$ cat src/rtl/tpwm_pkg.sv
package tpwm_pkg;

    localparam int ADDR_W   = 3;
    localparam int MODE_W   = 3;
    localparam int EN_BIT   = 0;
    localparam int MODE_LSB = 4;

    localparam logic [MODE_W-1:0] MODE_SINGLE = 3'd3;
    localparam logic [MODE_W-1:0] MODE_WINDOW = 3'd4;

    typedef enum logic [ADDR_W-1:0] {
        REG_CTRL   = 3'd0,
        REG_PERIOD = 3'd1,
        REG_COUNT  = 3'd2,
        REG_CMP_HI = 3'd3,
        REG_CMP_LO = 3'd4
    } reg_sel_e;

    typedef struct packed {
        logic              en;
        logic [MODE_W-1:0] mode;
    } ctrl_t;

    // Output level for one count value; widths are zero-extended by the caller.
    function automatic logic pwm_level(input logic [MODE_W-1:0] mode,
                                       input logic [31:0] cnt,
                                       input logic [31:0] hi,
                                       input logic [31:0] lo);
        logic lvl;
        case (mode)
            MODE_SINGLE: lvl = (cnt > hi);
            MODE_WINDOW: lvl = (cnt > lo) && (cnt < hi);
            default:     lvl = 1'b0;
        endcase
        return lvl;
    endfunction

endpackage

$ cat src/rtl/tpwm_regs.sv
module tpwm_regs
    import tpwm_pkg::*;
#(
    parameter int CNT_W = 16
) (
    input  logic                clk,
    input  logic                rst,
    input  logic                wr_en,
    input  logic [ADDR_W-1:0]   wr_addr,
    input  logic [CNT_W-1:0]    wr_data,
    output ctrl_t               ctrl_q,
    output logic [CNT_W-1:0]    period_q,
    output logic [CNT_W-1:0]    cmp_hi_q,
    output logic [CNT_W-1:0]    cmp_lo_q,
    output logic                cnt_load,
    output logic [CNT_W-1:0]    cnt_load_val
);

    always_ff @(posedge clk) begin
        if (rst) begin
            ctrl_q   <= '0;
            period_q <= '0;
            cmp_hi_q <= '0;
            cmp_lo_q <= '0;
        end else if (wr_en) begin
            case (wr_addr)
                REG_CTRL: begin
                    ctrl_q.en   <= wr_data[EN_BIT];
                    ctrl_q.mode <= wr_data[MODE_LSB +: MODE_W];
                end
                REG_PERIOD: period_q <= wr_data;
                REG_CMP_HI: cmp_hi_q <= wr_data;
                REG_CMP_LO: cmp_lo_q <= wr_data;
                default: ;
            endcase
        end
    end

    always_comb begin
        cnt_load     = wr_en && (wr_addr == REG_COUNT);
        cnt_load_val = wr_data;
    end

endmodule

$ cat src/rtl/tpwm_counter.sv
module tpwm_counter #(
    parameter int CNT_W = 16
) (
    input  logic             clk,
    input  logic             rst,
    input  logic             run,
    input  logic [CNT_W-1:0] period,
    input  logic             load,
    input  logic [CNT_W-1:0] load_val,
    output logic [CNT_W-1:0] cnt_q
);

    localparam logic [CNT_W-1:0] ONE = CNT_W'(1);

    logic period_ok;
    assign period_ok = (period != '0);

    always_ff @(posedge clk) begin
        if (rst) begin
            cnt_q <= '0;
        end else if (load) begin
            cnt_q <= load_val;
        end else if (run && period_ok) begin
            cnt_q <= (cnt_q == '0) ? period : cnt_q - ONE;
        end
    end

endmodule

$ cat src/rtl/tpwm_shaper.sv
module tpwm_shaper
    import tpwm_pkg::*;
#(
    parameter int CNT_W = 16
) (
    input  logic             clk,
    input  logic             rst,
    input  ctrl_t            ctrl,
    input  logic [CNT_W-1:0] period,
    input  logic [CNT_W-1:0] cnt,
    input  logic [CNT_W-1:0] cmp_hi,
    input  logic [CNT_W-1:0] cmp_lo,
    output logic             pwm_q
);

    logic lvl;

    always_comb begin
        lvl = ctrl.en && (period != '0) &&
              pwm_level(ctrl.mode, 32'(cnt), 32'(cmp_hi), 32'(cmp_lo));
    end

    always_ff @(posedge clk) begin
        if (rst) pwm_q <= 1'b0;
        else     pwm_q <= lvl;
    end

endmodule

$ cat src/rtl/tpwm_top.sv
module tpwm_top
    import tpwm_pkg::*;
#(
    parameter int CNT_W = 16
) (
    input  logic                  clk,
    input  logic                  rst,
    input  logic                  wr_en,
    input  logic [ADDR_W-1:0]     wr_addr,
    input  logic [CNT_W-1:0]      wr_data,
    output logic                  pwm_o
);

    ctrl_t            ctrl_q;
    logic [CNT_W-1:0] period_q;
    logic [CNT_W-1:0] cmp_hi_q;
    logic [CNT_W-1:0] cmp_lo_q;
    logic             cnt_load;
    logic [CNT_W-1:0] cnt_load_val;
    logic [CNT_W-1:0] cnt_q;

    tpwm_regs #(.CNT_W(CNT_W)) u_regs (
        .clk          (clk),
        .rst          (rst),
        .wr_en        (wr_en),
        .wr_addr      (wr_addr),
        .wr_data      (wr_data),
        .ctrl_q       (ctrl_q),
        .period_q     (period_q),
        .cmp_hi_q     (cmp_hi_q),
        .cmp_lo_q     (cmp_lo_q),
        .cnt_load     (cnt_load),
        .cnt_load_val (cnt_load_val)
    );

    tpwm_counter #(.CNT_W(CNT_W)) u_counter (
        .clk      (clk),
        .rst      (rst),
        .run      (ctrl_q.en),
        .period   (period_q),
        .load     (cnt_load),
        .load_val (cnt_load_val),
        .cnt_q    (cnt_q)
    );

    tpwm_shaper #(.CNT_W(CNT_W)) u_shaper (
        .clk    (clk),
        .rst    (rst),
        .ctrl   (ctrl_q),
        .period (period_q),
        .cnt    (cnt_q),
        .cmp_hi (cmp_hi_q),
        .cmp_lo (cmp_lo_q),
        .pwm_q  (pwm_o)
    );

endmodule

$ cat config.mk
export PLATFORM = sky130hd
export DESIGN_NAME = tpwm_top
export DESIGN_NICKNAME = d
export VERILOG_FILES = /design/src/rtl/tpwm_pkg.sv /design/src/rtl/tpwm_regs.sv /design/src/rtl/tpwm_counter.sv /design/src/rtl/tpwm_shaper.sv /design/src/rtl/tpwm_top.sv
export SDC_FILE = /design/constraint.sdc
export NUM_CORES = 1
export LEC_CHECK = 0
export BUFFER_PORTS_ARGS = -buffer_cell sky130_fd_sc_hd__buf_2
export CORE_MARGIN = 3
export CORE_UTILIZATION = 62
export CTS_CLUSTER_SIZE = 10
export DETAILED_ROUTE_END_ITERATION = 7
export GPL_ROUTABILITY_DRIVEN = 0
export GPL_TIMING_DRIVEN = 0
export PLACE_DENSITY = 0.81
export SYNTH_ARGS = -nofsm -noshare
export SYNTH_HDL_FRONTEND = slang
export SYNTH_HIERARCHICAL = 1
export SYNTH_SLANG_ARGS = --single-unit
$ cat constraint.sdc
create_clock -name clk -period 2.4 [get_ports clk]
set_input_delay 0.36 -clock clk [delete_from_list [all_inputs] [get_ports clk]]
set_output_delay 0.36 -clock clk [all_outputs]
set_load 0.05 [all_outputs]
; Word level (Yosys, flattened, before mapping)
; Index checks and enable logic that the tools add are counted.
[op_classes]
add_sub_neg = 1
n_lt_le_gt_ge = 3
n_eq_ne = 6
mux = 4
reduce_logical = 12
[op_table]
columns = cell, count
row1 = two-way mux 16 bit, 3
row2 = greater-than comparator 16 bit, 2
row3 = logical NOT 16 bit, 1
row4 = less-than comparator 16 bit, 1
row5 = nonzero test 16 bit, 1
row6 = "subtractor 16 x 1 -> 16 bit, second input constant", 1
row7 = "equality test 3 x 2 -> 1 bit, second input constant", 3
row8 = AND reduction 2 bit, 4
row9 = "equality test 3 bit, second input constant", 2
row10 = logical AND 1 bit, 4
row11 = "equality test 3 x 1 -> 1 bit, second input constant", 1
row12 = logical NOT 3 bit, 1
row13 = one-hot mux 1 bit (2 select lines), 1
row14 = nonzero test 2 bit, 1
[word_totals]
regBits = 69
in_bits = 22
out_inout_bits = 1
elab_cells = 33

; Longest topological paths before layout
; Gate-level depths: netlist of run 1.
[logic_depth]
word_depth = 4
depth_mapped = 7
depth_no_buf = 7

; Hierarchy
; The synthesis of run 1 kept the hierarchy.
[by_module_without_submodules]
columns = mod, instances, cells_each, area_each_um2, seq_area_each_um2
row1 = tpwm_regs, 1, 209, 2254.7, 1041.0
row2 = tpwm_counter, 1, 165, 1380.1, 320.3
row3 = tpwm_shaper, 1, 122, 895.9, 20.0

; Worst setup path before layout of run 1
; Ideal clock, no wire load.
[synth_path]
path_kind = flip-flop to flip-flop
start = register u_regs.period_q[6]
end = register u_counter.cnt_q[4]
setup_ps = 117
arrival_ps = 1807
required_ps = 2283
setup_slack_ps = 475
stages_incl_launch_ff = 6
n_path_buf = 1
synth_period_minus_slack_ps = 1925
cell_sequence = dfxtp_1 or4_4 o41a_1 buf_6 a21o_1 a32o_1
[synth_between]
elab_chain_cells = 3
[synth_lines]
columns = item, line
row1 = "start, declared", tpwm_regs.sv:12  ; output logic [CNT_W-1:0] period_q,
row2 = "start signal, assigned", tpwm_regs.sv:31  ; REG_PERIOD: period_q <= wr_data;
row3 = nonzero test 16 bit, tpwm_counter.sv:16  ; assign period_ok = (period != '0);
row4 = logical AND 1 bit, tpwm_counter.sv:23  ; end else if (run && period_ok) begin
row5 = nonzero test 2 bit (no source line), -
row6 = "end signal, assigned", tpwm_counter.sv:22  ; cnt_q <= load_val;
row7 = "end signal, assigned", tpwm_counter.sv:24  ; cnt_q <= (cnt_q == '0) ? period : cnt_q - ONE;
row8 = "end, declared", tpwm_counter.sv:10  ; output logic [CNT_W-1:0] cnt_q
; No other way between the ends.
; A chain may end at the register's enable or synchronous reset.

; Worst setup path after layout of run 1
[layout_path]
start = register u_counter.cnt_q[4]
end = register u_counter.cnt_q[10]
[layout_between]
elab_chain_cells = 4
elab_cells_between_ends = 5
classes_between = add/sub: 1 / mux: 3 / reduce/logical: 1
[layout_lines]
columns = item, line
row1 = subtractor 16 x 1 -> 16 bit / logical NOT 16 bit (equally long branches), tpwm_counter.sv:24
row2 = two-way mux 16 bit (*), tpwm_counter.sv:24
row3 = two-way mux 16 bit (*), tpwm_counter.sv:23
row4 = two-way mux 16 bit (*), tpwm_counter.sv:21  ; end else if (load) begin
; Every way passes the cells marked *; elsewhere a longest branch is shown, timed or not. The select of a mux whose other input is x is not followed.

==> reports/metrics.yaml, run 1 <==
status: "finished clean"
initial_core_util_pct: 65.24
h-tree-depth: 3
grt_antenna_before_repair: 0
ys.flop_type: "dfxtp_1"
cts_root_buf: "clkbuf_8"
post-route-period-util_pct: 93.97
insertion_delay_ps: 340
portBuffers: 22
fin_skew_ps: 4.354
fmax_ghz: 0.4434
wl_met3_um: 748
grt_pass1_vias: 3749
final_nets: 586
startpoint_type: "flip-flop"
grt_pass1_wl_um: 18530
maxCapViolations: 0
dp_hpwl_um: 8671
syn_nets: 552
grt_max_degree: 11
stdcell_area_um2: 4933
worst_slew_pin_slew_ps: 677.3
setup_slack_ps: 144.7
period_needed_ps: 2255
cts_tree: "done"
wire_per_inst_um: 18.26
drt_iter0_markers: 319
cts_buffers: 9
setup-tns-final_ps: 0
pre_cts_slack_ps: 174.5
yosys_warnings: 6
routed_wl_um: 11490
postLayoutCoreUtil_pct: 71.05
syn_inst: 496
finalPower_mw: 2.646
vias: 3809
arrival_ps: 2510
power_density_nw_per_um2: 536.4
die_w_um: 91.49
wl_met2_um: 5309
synthTopCellsByArea: "dfxtp_1 30%, mux2i_1 12%, nand2b_1 9.5%"
synth_area_per_cell_um2: 9.134
worstHoldPathType: "input port to flip-flop"
ys_seq_area_share_pct: 30.49
rsz0062_at_grt: "no"
final.fill_count: 560
clockBufferDepth: 2
yosys_register_bits: 69
drive_above_1_share_pct: 16.89
diodes: 0
cp_data_required_time_ps: 2660
cts-resized-gates: 0
drc: 0
end_kind: "flip-flop"
finalSetupViolCount: 0
synth_edf_count: 0
synth_async_sr_flop_share_pct: 0
peakVddDrop_uv: 379.5
top_layer: "met4"
place_area_um2: 4761
track_usage_pct: 28.26
avgViaCountPerCell: 6.056
met1_length_um: 5031
final_cell_mix: "69 x dfxtp_1, 69 x nand2b_1, 53 x mux2i_1, 42 x inv_1, 34 x ha_1"
synth_area_um2: 4531
critPathMaxFanout: 9
grt.overflow.total: 0
slew_viol_final: 0
cts_hold_buf: 0
core_area_um2: 6944
yosys.area.top_type: "dfxtp_1"
finalHoldViolCount: 0
synth.top_cell.area_share_pct: 30.49
clkSlewWorstSetupHoldPaths_ps: 70
crit_type: "flip-flop to flip-flop"
die_area_um2: 8370
ioPinCount: 23
rows: 30
firstDrtPassIters: 7
slew_headroom_pct: 54.85
cts_setup_buffers: 0
dieHeight_um: 91.49
antenna_left: 0
power_leakage_nw: 2.137
cts.sinks: 69
syn_to_final_growth_pct: 8.893
synth_cell_type_count: 66
## cell type report
cell class	instances	area, um^2	share of cell area, %
Timing Repair Buffer	23	117.6	2.384
Clock buffer	12	155.1	3.145
Inverter	42	157.7	3.196
Multi-Input combinational cell	343	2729	55.31
Tap cell	96	120.1	2.435
Clock inverter	2	10.01	0.2029
Buffer	42	262.8	5.326
Sequential cell	69	1381	28.00
## cells by family after synthesis
logic type	Yosys count	share of synthesized area, %
AOI/OAI and AO/OA	94	16.27
xor gates and xnor gates	3	0.5801
adders and majority gates	34	9.390
buffers and inverters	84	9.279
DFF	69	30.49
muxes	53	11.71
and+or+nand+nor	159	22.29
## power by group
group	leakage [nW]	switching, mW	internal, mW	total, mW
logic	1.49	0.339	0.255	0.593
registers	0.559	0.0432	1.17	1.22
clock network	0.0881	0.418	0.417	0.835
total	2.14	0.800	1.85	2.65
## Yosys cell counts, types with 2 or more instances
cell type  count
a211o_1        3
a211oi_1       3
a21o_1         7
a21oi_1       24
a21oi_2        2
a221oi_2       6
a311o_1        2
a31oi_1        2
and4b_1        2
buf_2          9
buf_4         17
buf_6          4
clkbuf_1      12
dfxtp_1       69
ha_1          34
inv_1         42
mux2i_1       53
nand2_1       18
nand2b_1      69
nand3_1        8
nand3b_1       2
nand4_1        7
nand4b_1       2
nand4bb_1      2
nor2_1         7
nor2b_1        4
nor3_1         9
nor3_2         2
nor4_1         6
nor4_2         3
o211ai_1       2
o21ai_0        8
o21ai_1        6
o221ai_1       2
o22ai_1        4
o31a_1         6
o41a_1         2
or3_1          2
or4_1          4
or4_4          3
xnor2_1        2
## flip-flops by register name (all words and copies together), names as in the netlist
signal           flops
u_counter/cnt_q     16
u_regs/cmp_hi_q     16
u_regs/cmp_lo_q     16
u_regs/period_q     16
u_regs/ctrl_q        4
u_shaper/pwm_q       1
## metrics by stage
step	hold slack, ps	instances
3_3_place_gp	461.5	614
2_1_floorplan	439.8	496
6_report	335.9	629
5_1_grt	339.9	629
4_1_cts	321.4	628
3_5_place_dp	468.3	614
## per-layer routing
| layer | vias up | track usage (%) |
|---|---|---|
| met5 | - | 0 |
| met4 | 0 | 13.69 |
| met3 | 33 | 6.297 |
| met2 | 150 | 44.74 |
| met1 | 1787 | 36.17 |
| li1 | 1839 | - |
## final timing paths
path,start,endpoint,slack [ps],cells past startpoint
setup / recovery,u_counter/cnt_q[4]$_SDFFE_PP0P_,u_counter/cnt_q[10]$_SDFFE_PP0P_,140,6
hold / removal,wr_data[3],u_counter/cnt_q[3]$_SDFFE_PP0P_,340,4
setup reg to reg,u_counter/cnt_q[4]$_SDFFE_PP0P_,u_counter/cnt_q[10]$_SDFFE_PP0P_,140,6
hold reg to reg,u_regs/cmp_hi_q[9]$_SDFFE_PP0P_,u_regs/cmp_hi_q[9]$_SDFFE_PP0P_,480,2
## worst max-delay path, cell delays in order (launching register included)
cell and delay, ps:
dfxtp_1 420, nor3_2 380, and4b_1 230, clkbuf_1 280, nand2_1 270, a311o_1 380
a221oi_2 210
No activity file was read; power rests on OpenSTA's default activity.
==> run 2: changes to the inputs <==
--- a/config.mk
+++ b/config.mk
@@ -7,12 +7,12 @@
 export LEC_CHECK = 0
 export BUFFER_PORTS_ARGS = -buffer_cell sky130_fd_sc_hd__buf_2
 export CORE_MARGIN = 3
-export CORE_UTILIZATION = 62
+export CORE_UTILIZATION = 56
 export CTS_CLUSTER_SIZE = 10
 export DETAILED_ROUTE_END_ITERATION = 7
 export GPL_ROUTABILITY_DRIVEN = 0
 export GPL_TIMING_DRIVEN = 0
-export PLACE_DENSITY = 0.81
+export PLACE_DENSITY = 0.77
 export SYNTH_ARGS = -nofsm -noshare
 export SYNTH_HDL_FRONTEND = slang
 export SYNTH_HIERARCHICAL = 1
==> constraint.sdc (replaced) <==
create_clock -name clk -period 1.8 [get_ports clk]
set_input_delay 0.27 -clock clk [delete_from_list [all_inputs] [get_ports clk]]
set_output_delay 0.27 -clock clk [all_outputs]
set_load 0.05 [all_outputs]
==> run 2 against run 1 <==
  * The run now ends with setup timing left
  * Count of clock-buffer cells in the layout increased by 1
  * Combinational power increased by 74%
  * Fmax rose by 11%
  * Hold slack worse by 100 ps
  * Design area rose by 14%
  * Critical path depth stayed put
  * Final cell count increased by 5.6%
  * First-iteration DRC count up 22%
  * Clock skew increased by 3.4 ps
  * Via count grew 9.4%
  * Clock power up 58%
  * Total power rose by 50%
  * Critical path type unchanged
  * Largest cell class unchanged
==> reports/metrics.yaml, run 2 (synthesis gave the netlist of run 1 again) <==
status: "finished with violations"
violations: "setup timing"
firstDrtPassIters: 6  # -1
setup_slack_ps: -230.0  # -374.7 ps
post-route-period-util_pct: 112.8  # +19 points
power_density_nw_per_um2: 703.8  # +31%
rsz0062_at_grt: "yes"
drc: 0  # unchanged
cp_data_required_time_ps: 2030  # -630 ps
clockBufferDepth: 2  # unchanged
vias: 4168  # +9.4%
worstHoldPathType: "input port to flip-flop"
antenna_left: 0  # unchanged
hold_path.startpoint: "wr_data[3]"
drt_iter0_markers: 390  # +22%
startpoint_type: "flip-flop"
r2r-start: "u_regs/period_q[15]$_SDFFE_PP0P_"
peakVddDrop_uv: 447.2  # +18%
core_area_um2: 7807  # +12%
rr_endpoint: "u_counter/cnt_q[0]$_SDFFE_PP0P_"
dp.cells: 620  # +0.98%
drive_above_1_share_pct: 35.05  # +18 points
h-tree-depth: 3  # unchanged
dieHeight_um: 95.95  # +4.9%
portBuffers: 22  # unchanged
slew_viol_final: 0  # unchanged
finalPower_mw: 3.974  # +50%
diodes: 0  # unchanged
power_leakage_nw: 2.376  # +11%
wire_per_inst_um: 20.56  # +13%
slew_headroom_pct: 52.20  # -2.6 points
final_cell_mix: "69 x nand2b_1, 53 x mux2i_1, 46 x buf_4, 39 x dfxtp_1, 38 x inv_1"
cts.sinks: 69  # unchanged
setup-tns-final_ps: -2869  # -2869 ps
routed_wl_um: 13650  # +19%
die_area_um2: 9205  # +10%
clkSlewWorstSetupHoldPaths_ps: 80  # about the same
grt_pass1_vias: 4050  # +8.0%
track_usage_pct: 30.43  # +2.2 points
avgViaCountPerCell: 6.277  # +3.7%
finalSetupViolCount: 17  # +17
top_layer: "met4"
wl_met3_um: 1004  # +34%
final_common_cell: "nand2b_1"
worst_slew_pin_slew_ps: 714.3  # +37.02 ps
grt_pass1_wl_um: 21000  # +13%
crit_type: "flip-flop to flip-flop"
grt_antenna_before_repair: 0  # unchanged
min_path_cells: 4  # unchanged
wl_met2_um: 6458  # +22%
fin_hold_ws_ps: 236.0  # -99.91 ps
min_to: "u_counter/cnt_q[3]$_SDFFE_PP0P_"
end_kind: "flip-flop"
finalHoldViolCount: 0  # unchanged
grt.overflow.total: 0  # unchanged
cts_buffers: 9  # unchanged
ioPinCount: 23  # unchanged
arrival_ps: 2260  # -250 ps
grt_max_degree: 11  # unchanged
rrSetupSlack_ps: -230  # -370 ps
critPathMaxFanout: 5  # -4
fin_skew_ps: 7.739  # +3.385 ps
met1_length_um: 5660  # +13%
fmax_ghz: 0.4926  # +11%
cts_tree: "done"
reg2regPathDepth: 6  # unchanged
final_nets: 615  # +4.9%
insertion_delay_ps: 340  # about the same
dp_hpwl_um: 8685  # +0.17%
initial_core_util_pct: 58.03  # -7.2 points
cts_root_buf: "clkbuf_8"
period_needed_ps: 2030  # -225.3 ps
syn_to_final_growth_pct: 24.63
rows: 32  # +6.7%
die_w_um: 95.95  # +4.9%
stdcell_count: 664  # +5.6%
cts_hold_buf: 0  # unchanged
maxCapViolations: 0  # unchanged
run 2: worst max-delay path, cell delays in order (launching register included):
cell and delay [ps]:
dfxtp_2 330, or4_4 560, o41a_1 480, buf_6 160
o311ai_2 90, o21ai_2 90, a22o_1 210
run 2: final cells by class:
cell class	count	area, um^2
buffer	41	269.0
clock buffer	13	168.9
clock inverter	1	30.03
fill	574	2161
inverter	42	162.7
multi-input combinational	343	3074
sequential	69	1451
tap	102	127.6
timing repair buffer	53	362.8
run 2: what timing repair did:
| action | CTS | global route |
|---|---|---|
| endpoints found under the setup margin | 17 | 17 |
| cloned | 3 | 0 |
| resized for setup | 77 | 24 |
| setup buffers | 22 | 8 |
| pin swaps | 27 | 9 |
run 2: per-stage QoR:
stage / area, um^2 / setup slack, ps / util [%]
after floorplan: 4563 / -119.0 / -
after global placement: 4801 / -357.4 / 61.49
after CTS: 5518 / -165.3 / 70.67
after detailed placement: 4801 / -412.1 / 61.49
final: 5647 / -230.0 / 72.32
after global routing: 5647 / -272.8 / 72.32
run 2: power by group:
part | internal, mW | leakage, nW | total [mW] | switching, mW
registers | 1.56 | 0.577 | 1.63 | 0.0691
clock network | 0.740 | 0.102 | 1.32 | 0.579
logic | 0.470 | 1.70 | 1.03 | 0.558
run 2: worst max path at each step:
stage	slack [ps]	endpoint	from	cells after the start
after floorplan	-120	u_counter/cnt_q[4]$_SDFFE_PP0P_	u_regs/period_q[8]$_SDFFE_PP0P_	5
after global placement	-360	u_counter/cnt_q[15]$_SDFFE_PP0P_	u_counter/cnt_q[4]$_SDFFE_PP0P_	6
after detailed placement	-410	u_counter/cnt_q[12]$_SDFFE_PP0P_	u_counter/cnt_q[4]$_SDFFE_PP0P_	6
after CTS	-170	u_counter/cnt_q[0]$_SDFFE_PP0P_	u_regs/period_q[15]$_SDFFE_PP0P_	6
after global routing	-270	u_counter/cnt_q[13]$_SDFFE_PP0P_	u_regs/period_q[15]$_SDFFE_PP0P_	6
final	-230	u_counter/cnt_q[0]$_SDFFE_PP0P_	u_regs/period_q[15]$_SDFFE_PP0P_	6
run 2: layer usage:
metal  vias up  GRT usage [%]
li1       1896              -
met1      1990          38.39
met2       229          49.51
met3        53          7.037
met4         0          13.39
met5         -              0
==> run 3: changes to the inputs <==
--- a/config.mk
+++ b/config.mk
@@ -6,6 +6,7 @@
 export NUM_CORES = 1
 export LEC_CHECK = 0
 export BUFFER_PORTS_ARGS = -buffer_cell sky130_fd_sc_hd__buf_2
+export CORE_ASPECT_RATIO = 1.2
 export CORE_MARGIN = 3
 export CORE_UTILIZATION = 56
 export CTS_CLUSTER_SIZE = 10
==> run 3 against run 2 <==
  * Sequential cell count stayed put
  * Design area is 3.7% lower
  * Critical path type unchanged
  * Total power is 2.9% lower
  * Via count is 1.6% lower
  * The run still ends with setup timing left
  * Largest cell class unchanged
  * Global-route usage is 1.2 points lower
==> reports/metrics.yaml, run 3 (synthesis gave the netlist of run 1 again) <==
critPathMaxFanout: 7  # +2
final_common_cell: "nand2b_1"
cts.sinks: 69  # unchanged
finalPower_mw: 3.859  # -2.9%
cts_hold_buf: 0  # unchanged
h-tree-depth: 3  # unchanged
final_cell_mix: "69 x nand2b_1, 53 x mux2i_1, 46 x dfxtp_1, 40 x inv_1, 39 x buf_4"
slew_headroom_pct: 48.61  # -3.6 points
drc: 0  # unchanged
vias: 4100  # -1.6%
insertion_delay_ps: 350  # about the same
maxCapViolations: 0  # unchanged
grt_pass1_wl_um: 20710  # -1.4%
end_kind: "flip-flop"
slew_viol_final: 0  # unchanged
diodes: 0  # unchanged
grt_antenna_before_repair: 0  # unchanged
portBuffers: 22  # unchanged
status: "finished with violations"
clkPwrFrac_pct: 32.8  # -0.4 points
rsz0062_at_grt: "yes"
grt_pass1_vias: 3984  # -1.6%
track_usage_pct: 29.23  # -1.2 points
routed_wl_um: 13030  # -4.6%
dp_hpwl_um: 8769  # +0.96%
arrival_ps: 2300  # +40 ps
p_switching_mw: 1.227  # +1.7%
power_density_nw_per_um2: 710.1  # +0.88%
swShare_pct: 31.80  # +1.4 points
crit_type: "flip-flop to flip-flop"
post-route-period-util_pct: 114.5  # +1.7 points
fin_skew_ps: 7.276  # -0.4630 ps
cts_tree: "done"
clockBufferDepth: 2  # unchanged
die_area_um2: 9210  # about the same
finalHoldViolCount: 0  # unchanged
grt.overflow.total: 0  # unchanged
startpoint_type: "flip-flop"
period_needed_ps: 2060  # +30.20 ps
share_comb_of_total_power_pct: 25.1  # -0.8 points
reg2regPathDepth: 5  # -1
p_int_mw: 2.632  # -4.9%
fmax_ghz: 0.4854  # -1.5%
power_frac_seq_pct: 42.1  # +1.2 points
antenna_left: 0  # unchanged
worst_slew_pin_slew_ps: 768.0  # +53.72 ps
final_nets: 608  # -1.1%
clkSlewWorstSetupHoldPaths_ps: 80  # about the same
setup-tns-final_ps: -2894  # -25.59 ps
wire_per_inst_um: 20.08  # -2.3%
ioPinCount: 23  # unchanged
syn_to_final_growth_pct: 19.97
avgViaCountPerCell: 6.317  # +0.64%
die_w_um: 88.11  # -8.2%
power_leakage_nw: 2.320  # -2.3%
drive_above_1_share_pct: 31.06  # -4.0 points
fin_hold_ws_ps: 225.8  # -10.15 ps
peakVddDrop_uv: 463.7  # +3.7%
rows: 35  # +9.4%
pre_cts_slack_ps: -466.4  # -54.27 ps
crit_start: "u_regs/period_q[14]$_SDFFE_PP0P_"
cts_buffers: 9  # unchanged
cts_root_buf: "clkbuf_8"
violations: "setup timing"
rrSetupSlack_ps: -260  # -30 ps
worstHoldPathType: "input port to flip-flop"
r2r-start: "u_regs/period_q[14]$_SDFFE_PP0P_"
initial_core_util_pct: 58.12  # +0.093 points
firstDrtPassIters: 5  # -1
postLayoutCoreUtil_pct: 69.73  # -2.6 points
rr_endpoint: "u_counter/cnt_q[4]$_SDFFE_PP0P_"
cp-endpoint: "u_counter/cnt_q[4]$_SDFFE_PP0P_"
grt_max_degree: 13  # +2
core_area_um2: 7795  # -0.16%
cp_data_required_time_ps: 2040  # about the same
drt_iter0_markers: 346  # -11%
setup_slack_ps: -260.2  # -30.20 ps
finalSetupViolCount: 17  # unchanged
dieHeight_um: 104.5  # +8.9%
run 3: area by class of cell:
type	instances	area, um^2
flip-flops and latches	69	1433
inverters	42	160.2
plain buffers	41	274.0
fillers	581	2360
repair buffers	46	314.1
clock buffers	10	127.6
multi-input cells	343	2948
clock inverters	6	63.81
well taps	92	115.1
run 3: critical path: stages, from the launching register on:
cell	delay, ps
dfxtp_2	360
or4_4	570
o41a_1	430
buf_6	160
a21o_1	160
a32o_1	260
run 3: power by group through the flow:
stage | combinational, mW | sequential, mW | clock, mW
final | 0.968 | 1.62 | 1.27
after global placement | 0.749 | 1.66 | 0
after detailed placement | 0.770 | 1.66 | 0
after global routing | 1.04 | 1.63 | 1.33
after CTS | 0.848 | 1.62 | 1.27
after floorplan | 0.581 | 1.64 | 0
run 3: layer usage:
metal | global-route usage [%] | part of all wire [%] | up-vias
met5 | 0 | 0 | -
met4 | 12.53 | 3.8 | 0
met3 | 4.732 | 6.8 | 55
met2 | 48.11 | 48 | 204
met1 | 37.22 | 41 | 1961
li1 | - | - | 1880
run 3: per-stage QoR:
stage,instance area (um^2),std cells
floorplan,4563,496
global placement,4788,610
detailed placement,4788,610
CTS,5315,640
global route,5435,649
finish,5435,649
run 3: repair_timing:
item                                    4_1_cts  5_1_grt
endpoints found under the setup margin       17       17
setup buffers                                13       10
cloned                                        2        0
hold endpoints to repair                      0        0
pin swaps                                    21       10
gates resized for setup                      60       20
run 3: worst min-delay path by stage:
stage | startpoint | endpoint | slack, ps | cells after the start
after floorplan | rst | u_counter/cnt_q[7]$_SDFFE_PP0P_ | 350 | 1
after global placement | u_regs/cmp_hi_q[10]$_SDFFE_PP0P_ | u_regs/cmp_hi_q[10]$_SDFFE_PP0P_ | 460 | 2
after detailed placement | u_regs/cmp_hi_q[7]$_SDFFE_PP0P_ | u_regs/cmp_hi_q[7]$_SDFFE_PP0P_ | 470 | 2
after CTS | wr_data[3] | u_counter/cnt_q[3]$_SDFFE_PP0P_ | 220 | 4
after global routing | rst | u_counter/cnt_q[7]$_SDFFE_PP0P_ | 250 | 2
final | wr_data[3] | u_counter/cnt_q[3]$_SDFFE_PP0P_ | 230 | 4
